### src/rtl/pwr_seq_pkg.sv
package pwr_seq_pkg;
  localparam int unsigned OFS_STATUS    = 'h44;
  localparam int unsigned OFS_IRQEN     = 'h48;
  localparam int unsigned OFS_ALM2_BASE = 'h80;
  localparam int unsigned ALM_STRIDE    = 4;
  localparam int unsigned OFS_PWRCTL    = 'h98;

  localparam int unsigned BIT_A2_FLAG   = 7;
  localparam int unsigned BIT_A2_IE     = 4;
  localparam int unsigned BIT_MASTER    = 16;

  typedef enum logic {
    PS_ON  = 1'b0,
    PS_OFF = 1'b1
  } pwr_state_e;
endpackage

### src/rtl/pwr_seq_regs.sv
module pwr_seq_regs
  import pwr_seq_pkg::*;
#(
  parameter int unsigned ADDR_W   = 8,
  parameter int unsigned DATA_W   = 32,
  parameter int unsigned FIELD_W  = 8,
  parameter int unsigned N_FIELDS = 6,
  parameter int unsigned N_WAKE   = 4
) (
  input  logic                        clk,
  input  logic                        rst_n,
  input  logic                        reg_wr,
  input  logic [ADDR_W-1:0]           reg_addr,
  input  logic [DATA_W-1:0]           reg_wdata,
  output logic [DATA_W-1:0]           reg_rdata,
  input  logic                        a2_evt,
  output logic [N_FIELDS*FIELD_W-1:0] alm_flat,
  output logic                        status_a2,
  output logic                        ie_a2,
  output logic                        master_en,
  output logic [N_WAKE-1:0]           wake_en,
  output logic [N_WAKE-1:0]           wake_pol
);
  localparam int unsigned POL_LSB = N_WAKE;

  logic [N_FIELDS-1:0] fld_hit;
  logic hit_status, hit_irqen, hit_pwrctl;
  logic flag_clr, flag_d, ie_we, pwr_we;

  assign hit_status = (reg_addr == ADDR_W'(OFS_STATUS));
  assign hit_irqen  = (reg_addr == ADDR_W'(OFS_IRQEN));
  assign hit_pwrctl = (reg_addr == ADDR_W'(OFS_PWRCTL));

  // match fields, one register per calendar unit
  for (genvar gi = 0; gi < N_FIELDS; gi++) begin : g_fld
    logic [FIELD_W-1:0] fld_q;
    logic               fld_we;
    assign fld_hit[gi] = (reg_addr == ADDR_W'(OFS_ALM2_BASE + ALM_STRIDE * gi));
    assign fld_we      = reg_wr & fld_hit[gi];
    always_ff @(posedge clk or negedge rst_n) begin
      if (!rst_n)      fld_q <= '0;
      else if (fld_we) fld_q <= reg_wdata[FIELD_W-1:0];
    end
    assign alm_flat[gi*FIELD_W +: FIELD_W] = fld_q;
  end

  // event flag: set has priority over a same-cycle clear
  assign flag_clr = reg_wr & hit_status & reg_wdata[BIT_A2_FLAG];
  assign flag_d   = (status_a2 & ~flag_clr) | a2_evt;

  always_ff @(posedge clk or negedge rst_n) begin
    if (!rst_n) status_a2 <= 1'b0;
    else        status_a2 <= flag_d;
  end

  assign ie_we = reg_wr & hit_irqen;
  always_ff @(posedge clk or negedge rst_n) begin
    if (!rst_n)     ie_a2 <= 1'b0;
    else if (ie_we) ie_a2 <= reg_wdata[BIT_A2_IE];
  end

  assign pwr_we = reg_wr & hit_pwrctl;
  always_ff @(posedge clk or negedge rst_n) begin
    if (!rst_n) begin
      master_en <= 1'b0;
      wake_en   <= '0;
      wake_pol  <= '1;
    end else if (pwr_we) begin
      master_en <= reg_wdata[BIT_MASTER];
      wake_en   <= reg_wdata[N_WAKE-1:0];
      wake_pol  <= reg_wdata[POL_LSB +: N_WAKE];
    end
  end

  always_comb begin
    reg_rdata = '0;
    if (hit_status) reg_rdata[BIT_A2_FLAG] = status_a2;
    if (hit_irqen)  reg_rdata[BIT_A2_IE]   = ie_a2;
    if (hit_pwrctl) begin
      reg_rdata[BIT_MASTER]           = master_en;
      reg_rdata[N_WAKE-1:0]           = wake_en;
      reg_rdata[POL_LSB +: N_WAKE]    = wake_pol;
    end
    for (int i = 0; i < int'(N_FIELDS); i++) begin
      if (fld_hit[i]) reg_rdata[FIELD_W-1:0] = alm_flat[i*FIELD_W +: FIELD_W];
    end
  end
endmodule

### src/rtl/pwr_seq_match.sv
module pwr_seq_match #(
  parameter int unsigned FIELD_W  = 8,
  parameter int unsigned N_FIELDS = 6
) (
  input  logic                        cal_tick,
  input  logic [N_FIELDS*FIELD_W-1:0] cal_time,
  input  logic [N_FIELDS*FIELD_W-1:0] alm_flat,
  output logic                        a2_evt
);
  logic [N_FIELDS-1:0] fld_eq;

  for (genvar gi = 0; gi < N_FIELDS; gi++) begin : g_eq
    assign fld_eq[gi] = (cal_time[gi*FIELD_W +: FIELD_W] == alm_flat[gi*FIELD_W +: FIELD_W]);
  end

  assign a2_evt = cal_tick & (&fld_eq);
endmodule

### src/rtl/pwr_seq_wake.sv
module pwr_seq_wake #(
  parameter int unsigned N_WAKE = 4
) (
  input  logic              clk,
  input  logic              rst_n,
  input  logic [N_WAKE-1:0] wake_pin,
  input  logic [N_WAKE-1:0] wake_en,
  input  logic [N_WAKE-1:0] wake_pol,
  output logic              wake_hit
);
  logic [N_WAKE-1:0] pin_active;

  for (genvar gi = 0; gi < N_WAKE; gi++) begin : g_pin
    logic meta_q, sync_q;
    always_ff @(posedge clk or negedge rst_n) begin
      if (!rst_n) begin
        meta_q <= 1'b0;
        sync_q <= 1'b0;
      end else begin
        meta_q <= wake_pin[gi];
        sync_q <= meta_q;
      end
    end
    // polarity 1 selects active-low
    assign pin_active[gi] = wake_en[gi] & (sync_q ^ wake_pol[gi]);
  end

  assign wake_hit = |pin_active;
endmodule

### src/rtl/pwr_seq_fsm.sv
module pwr_seq_fsm
  import pwr_seq_pkg::*;
(
  input  logic clk,
  input  logic rst_n,
  input  logic a2_evt,
  input  logic master_en,
  input  logic wake_hit,
  input  logic main_alarm,
  output logic pwr_en
);
  pwr_state_e state_q, state_d;

  always_comb begin
    state_d = state_q;
    unique case (state_q)
      PS_ON:  if (a2_evt && master_en)     state_d = PS_OFF;
      PS_OFF: if (wake_hit || main_alarm)  state_d = PS_ON;
      default:                             state_d = PS_ON;
    endcase
  end

  always_ff @(posedge clk or negedge rst_n) begin
    if (!rst_n) state_q <= PS_ON;
    else        state_q <= state_d;
  end

  assign pwr_en = (state_q == PS_ON);
endmodule

### src/rtl/pwr_seq_ctrl.sv
module pwr_seq_ctrl #(
  parameter int unsigned ADDR_W   = 8,
  parameter int unsigned DATA_W   = 32,
  parameter int unsigned FIELD_W  = 8,
  parameter int unsigned N_FIELDS = 6,
  parameter int unsigned N_WAKE   = 4
) (
  input  logic                        clk,
  input  logic                        rst_n,
  input  logic                        reg_wr,
  input  logic [ADDR_W-1:0]           reg_addr,
  input  logic [DATA_W-1:0]           reg_wdata,
  output logic [DATA_W-1:0]           reg_rdata,
  input  logic                        cal_tick,
  input  logic [N_FIELDS*FIELD_W-1:0] cal_time,
  input  logic                        main_alarm,
  input  logic [N_WAKE-1:0]           wake_pin,
  output logic                        pwr_en,
  output logic                        alarm2_irq
);
  localparam int unsigned TIME_W = N_FIELDS * FIELD_W;

  logic [TIME_W-1:0] alm_flat;
  logic              a2_evt, status_a2, ie_a2, master_en, wake_hit;
  logic [N_WAKE-1:0] wake_en, wake_pol;

  pwr_seq_regs #(
    .ADDR_W(ADDR_W), .DATA_W(DATA_W), .FIELD_W(FIELD_W),
    .N_FIELDS(N_FIELDS), .N_WAKE(N_WAKE)
  ) regs_i (
    .clk(clk), .rst_n(rst_n), .reg_wr(reg_wr), .reg_addr(reg_addr),
    .reg_wdata(reg_wdata), .reg_rdata(reg_rdata), .a2_evt(a2_evt),
    .alm_flat(alm_flat), .status_a2(status_a2), .ie_a2(ie_a2),
    .master_en(master_en), .wake_en(wake_en), .wake_pol(wake_pol)
  );

  pwr_seq_match #(.FIELD_W(FIELD_W), .N_FIELDS(N_FIELDS)) match_i (
    .cal_tick(cal_tick), .cal_time(cal_time), .alm_flat(alm_flat), .a2_evt(a2_evt)
  );

  pwr_seq_wake #(.N_WAKE(N_WAKE)) wake_i (
    .clk(clk), .rst_n(rst_n), .wake_pin(wake_pin), .wake_en(wake_en),
    .wake_pol(wake_pol), .wake_hit(wake_hit)
  );

  pwr_seq_fsm fsm_i (
    .clk(clk), .rst_n(rst_n), .a2_evt(a2_evt), .master_en(master_en),
    .wake_hit(wake_hit), .main_alarm(main_alarm), .pwr_en(pwr_en)
  );

  assign alarm2_irq = status_a2 & ie_a2;
endmodule

### config.mk
export PLATFORM = sky130hd
export DESIGN_NAME = pwr_seq_ctrl
export DESIGN_NICKNAME = d
export VERILOG_FILES = /design/src/rtl/pwr_seq_pkg.sv /design/src/rtl/pwr_seq_regs.sv /design/src/rtl/pwr_seq_match.sv /design/src/rtl/pwr_seq_wake.sv /design/src/rtl/pwr_seq_fsm.sv /design/src/rtl/pwr_seq_ctrl.sv
export SDC_FILE = /design/constraint.sdc
export NUM_CORES = 1
export LEC_CHECK = 0
export ABC_AREA = 0
export BUFFER_PORTS_ARGS = -buffer_cell sky130_fd_sc_hd__buf_2
export CAP_MARGIN = 20
export CORE_MARGIN = 1.5
export CORE_UTILIZATION = 51
export CTS_CLUSTER_DIAMETER = 60
export DETAILED_ROUTE_END_ITERATION = 10
export PLACE_DENSITY = 0.8
export SLEW_MARGIN = 25
export SYNTH_ARGS = -nofsm -noshare
export SYNTH_HDL_FRONTEND = slang
export SYNTH_SLANG_ARGS = --single-unit
### constraint.sdc
create_clock -name clk -period 2.6 [get_ports clk]
set_input_delay 0.65 -clock clk [delete_from_list [all_inputs] [get_ports clk]]
set_output_delay 0.65 -clock clk [all_outputs]
set_load 0.1 [all_outputs]
After elaboration in Yosys (flattened, before gate mapping) --
Index checks and enable logic that the tools add are counted.
Operators by class: eq/ne operators 15, reduce and logical (&&, ||, !) cells 4, shift-type cells 0, $add $sub $neg 0, multiply operators 0, $lt $le $gt $ge 0, bitwise logic cells 24, divide/modulo/power cells 0, muxes and demuxes 13
Operators by type and width (number):
- == test 8 bit, second input constant | 7
- 2-to-1 mux 8 bit | 7
- == test 8 bit | 6
- AND 1 bit | 17
- == test 8 x 7 -> 1 bit, second input constant | 2
- AND reduction 6 bit | 1
- 2-to-1 mux 1 bit | 5
- OR reduction 4 bit | 1
- bitwise XOR 1 bit | 4
- inverter 1 bit | 2
- one-hot mux 1 bit (2 select lines) | 1
- logical AND 1 bit | 1
- logical OR 1 bit | 1
- OR 1 bit | 1
Storage, ports and cells: memories 0, bits in latches 0, bits in read-only memories 0, bits in registers 68, bits in writable memories 0

Logic depth before layout (Yosys ltp) --
depth in word-level cells 9, depth in mapped cells 7

Modules after synthesis --
From an unflattened synthesis, not the netlist that was laid out.
Second synthesis, totals: cell total of the unflattened synthesis 337, area, all modules 3893.7 µm²
Modules (own cells, without submodules):
- pwr_seq_regs | times used 1, cells each 252, area an instance 3055.4 µm²
- pwr_seq_match | times used 1, cells each 65, area an instance 529.3 µm²
- pwr_seq_wake | times used 1, cells each 15, area an instance 254.0 µm²
- pwr_seq_fsm | times used 1, cells each 4, area an instance 48.8 µm²
- pwr_seq_ctrl | times used 1, cells each 1, area an instance 6.3 µm²

Worst setup path before layout --
OpenSTA, ideal clock, no wires.
path type input -> output, start point input reg_addr[4], end point output reg_rdata[16], arrival 4001 ps, setup slack -2051 ps, buffers on the path 1, stages on the path 3, cell sequence clkbuf_2 nand4bb_4 nor4_1
On the way: cells in the longest elaborated chain, start to end 2
Ends and longest elaborated chain:
- from (decl) | RTL line pwr_seq_ctrl.sv:11 | input logic [ADDR_W-1:0] reg_addr,
- == test 8 bit | RTL line pwr_seq_regs.sv:32 | assign hit_pwrctl = (reg_addr == ADDR_W'(OFS_PWRCTL));
- 2-to-1 mux 1 bit | RTL line pwr_seq_regs.sv:79 | if (hit_pwrctl) begin
- to (decl) | RTL line pwr_seq_ctrl.sv:13 | output logic [DATA_W-1:0] reg_rdata,
No other way between the ends.

Final worst setup path --
start point input reg_addr[6], end point output reg_rdata[6]
On the way: cells in the longest elaborated chain, start to end 8
Ends and longest elaborated chain:
- == test 8 bit | RTL line pwr_seq_regs.sv:32
- 2-to-1 mux 8 bit | RTL line pwr_seq_regs.sv:79
- 2-to-1 mux 8 bit (5 in series) | RTL line pwr_seq_regs.sv:85 | if (fld_hit[i]) reg_rdata[FIELD_W-1:0] = alm_flat[i*FIELD_W +: FIELD_W];
- 2-to-1 mux 8 bit (*) | RTL line pwr_seq_regs.sv:85
Every way passes the cells marked *; elsewhere a longest branch is shown, timed or not.

==> results by group <==
Power and ir drop
  – Power per cell area: 467 nW/um2
  – Comb power frac: 19.9%
  – Switching power: 0.000773 W
  – Clock share of power: 33.8%
  – Peak supply drop: 0.370 mV
  – Int Pwr: 0.00174 W
  – Sequential power share: 46.2%
  – LEAKAGE: 2.56 nW
  – Net Sw Frac: 30.7%

Outcome
  – Failing checks: setup timing
  – Outcome: finished with violations

Clocking
  – CTS H-tree lvls: 3
  – Clock sink count: 68
  – Clk_lat worst skew: 0.35 ns
  – Clk pin slew, worst setup/hold paths: 0.07 ns
  – Maximum clock insertion buffer count: 2
  – Clock Root Buffer: clkbuf_8
  – Cts-stage hold buffer count: 0
  – Num CTS Buffers: 9
  – TritonCTS clock tree: built

Detailed routing
  – WL/cell: 20.0 um
  – # DRC: 0
  – Remaining antenna violation count: 0
  – Detailed Route WL: 11.9 mm
  – Vias per cell: 5.87
  – DRT Pass-1 Iters: 5
  – Vias: 3488
  – DRT iter0 DRCs: 264

Cells and area
  – Ant. Diodes: 0
  – Multi-input logic area: 2360 um2
  – Finished Core Util: 70.0%
  – Fillers: 544
  – Area Overhead vs Synth: 33.1%
  – # nets final: 584
  – Fin area: 5380 um2
  – FF/Latch Area: 1710 um2
  – Share of cells above drive strength 1: 49.4%
  – Non-filler cells, final: 594

Yosys
  – Synth Register Bits: 68
  – Avg Cell Area, Syn: 11.1 um2
  – Warning count from the yosys run: 0
  – Post-synthesis cell count: 364
  – Top FF cell, synth: dfrtp_1
  – Post-synth top area share: 39.6%
  – Synth Cell Area: 4040 um2
  – Synth top area cells: dfrtp_1 (40%), mux2_2 (14%), xnor2_1 (5.2%)
  – Netlist cell types: 57
  – Top-count cell post-synth: dfrtp_1
  – Synth top cells by count: dfrtp_1 (64), mux2_2 (50), xnor2_1 (24), buf_4 (23), nor2_1 (18)
  – Yosys top cell by area: dfrtp_1
  – Sequential share of the synthesized area: 42.2%
  – Post-synth EDFFs: 0
  – Post-synth ARST share: 100%

Setup path
  – Max Fanout on Critical Path: 6
  – Worst-path cell with the longest stage delay: a221oi_1
  – Worst path cell trace: buf_2 > and4bb_2 > nand2_1 > o21ai_0 > a221oi_1 > buf_4 > nand2_4 > buf_12
  – Startpoint types: input port
  – Crit end category: output pin
  – Max stage delay on crit path: 0.40 ns
  – Crit path DAT: 2.14 ns
  – Crit path required time: 1.95 ns
  – Largest delay share family, worst path: buffers and inverters
  – Buf/Inv on CP: 3
  – Setup CP Type: in -> out

Floorplanning
  – Starting Density: 52.6%
  – Die area: 8470 um2
  – Number of cell rows: 32
  – Core Area: 7690 um2
  – DIE HEIGHT: 92.0 um
  – Die Wd: 92.0 um
  – I/O pin cnt: 131

Timing
  – Worst Clk Skew: 0.00932 ns
  – Post-route minimum period: 2.79 ns
  – Tcrit/Tclk final: 107%
  – Max Slew Vio Count: 0
  – Worst setup margin: -0.189 ns
  – RSZ-0062 raised after global routing: yes
  – F_max: 0.358 GHz
  – Setup-failing EPs final: 8
  – Final Hold Vio Count: 0

Place
  – Setup Slack @ Placement: -0.164 ns
  – DP HPWL: 8.68 mm
  – I/O Buffers: 84
  – Dpl cells: 572
  – Placed Instance Area: 4970 um2
  – Final Wtd Congestion: 1.02

GRT
  – Global-route wire length before repair: 18.7 mm
  – Total gr overflow: 0
  – GRT Util Overall: 29.6%
  – Initial antenna violation count: 0
  – Number of global-route vias before repair: 3562
  – Largest net degree at the start of global routing: 27

Run
  – Maxcap violations: 0

Hold path
  – Worst min path class: in -> async
[cell usage in the layout, fill, tap and decap left out, types with 4 or more instances in the layout]
| cell type | synthesis | layout |
|---|---|---|
| a22oi_1 | 9 | 5 |
| a22oi_2 | 0 | 4 |
| buf_12 | 0 | 11 |
| buf_2 | 6 | 69 |
| buf_4 | 23 | 32 |
| buf_6 | 0 | 8 |
| clkbuf_8 | 0 | 13 |
| conb_1 | 1 | 23 |
| dfrtp_1 | 64 | 64 |
| dfstp_2 | 4 | 4 |
| inv_1 | 13 | 13 |
| mux2_2 | 50 | 50 |
| mux2_4 | 8 | 8 |
| mux2i_1 | 4 | 4 |
| nand2_1 | 13 | 9 |
| nand2_4 | 1 | 4 |
| nand2b_1 | 11 | 11 |
| nand3_1 | 8 | 6 |
| nand4_1 | 11 | 11 |
| nor2_1 | 18 | 15 |
| nor3_4 | 1 | 4 |
| nor4_1 | 6 | 5 |
| o2111ai_1 | 5 | 5 |
| o21ai_0 | 10 | 9 |
| o22ai_1 | 9 | 8 |
| xnor2_1 | 24 | 24 |
| xor2_1 | 15 | 15 |
[power by group through the flow]
stage | logic [W] | clock network (W) | registers, W
4_1_cts | 0.000491 | 0.000856 | 0.00116
3_5_place_dp | 0.000470 | 0 | 0.00118
6_report | 0.000501 | 0.000850 | 0.00116
2_1_floorplan | 0.000339 | 0 | 0.00116
3_3_place_gp | 0.000460 | 0 | 0.00118
5_1_grt | 0.000532 | 0.000908 | 0.00117
[stage by stage]
step | hold WS, ns | power, W | setup TNS (ns)
2_1_floorplan | 0.331 | 0.00150 | -1.64
3_3_place_gp | 0.334 | 0.00164 | -0.909
3_5_place_dp | 0.344 | 0.00165 | -1.04
4_1_cts | 0.264 | 0.00251 | -0.704
5_1_grt | 0.290 | 0.00261 | -1.32
6_report | 0.258 | 0.00251 | -0.914
[flip-flops by register name, indices dropped and copies added (netlist names), 4 cells and up]
| signal | count |
|---|---|
| regs_i.wake_pol | 4 |
| wake_i.g_pin.meta_q | 4 |
| regs_i.g_fld.fld_q | 48 |
| wake_i.g_pin.sync_q | 4 |
| regs_i.wake_en | 4 |
[metal layers]
| metal | global-route usage (%) | share of wire, % | vias up |
|---|---|---|---|
| met5 | 0 | 0 | - |
| met4 | 16.9 | 4.6 | 0 |
| met3 | 5.80 | 7.8 | 47 |
| met2 | 48.4 | 49 | 216 |
| met1 | 36.5 | 39 | 1692 |
| li1 | - | - | 1533 |
[what timing repair did]
action	in CTS	in global routing
gates cloned	0	0
setup buffers	5	1
gates resized for setup	31	13
pin swaps	10	8
endpoints found under the setup margin	8	8
[logic make-up after synthesis]
kind of cell / after synthesis / synth area share [%]
multiplexers: 63 / 18.5
XOR/XNOR: 39 / 8.45
AO/OA/AOI/OAI: 49 / 8.45
flip-flops: 68 / 42.2
other: 1 / 0.0928
buffers and inverters: 46 / 6.63
AND/OR/NAND/NOR: 98 / 15.7
[final timing paths]
path | startpoint | endpoint | slack, ns | cells after the start
max in group asynchronous | rst_n | regs_i.wake_pol[2]$_DFFE_PN1P_ | 1.58 | 2
hold / removal | rst_n | regs_i.g_fld[0].fld_q[3]$_DFFE_PN0P_ | 0.26 | 1
hold reg to reg | wake_i.g_pin[3].meta_q$_DFF_PN0_ | wake_i.g_pin[3].sync_q$_DFF_PN0_ | 0.35 | 0
setup reg to reg | regs_i.g_fld[4].fld_q[7]$_DFFE_PN0P_ | fsm_i.state_q$_DFF_PN0_ | 0.86 | 5
min in group clk | wake_i.g_pin[3].meta_q$_DFF_PN0_ | wake_i.g_pin[3].sync_q$_DFF_PN0_ | 0.35 | 0
setup / recovery | reg_addr[6] | reg_rdata[6] | -0.19 | 8
[layout make-up]
type                            instances  area share [%]
Tap cell                              102            2.37
Inverter                               13           0.907
Clock buffer                           15            3.47
Sequential cell                        68            31.7
Clock inverter                          1          0.0930
Multi-Input combinational cell        272            43.9
Timing Repair Buffer                  123            17.5
No activity file was read; power rests on OpenSTA's default activity.
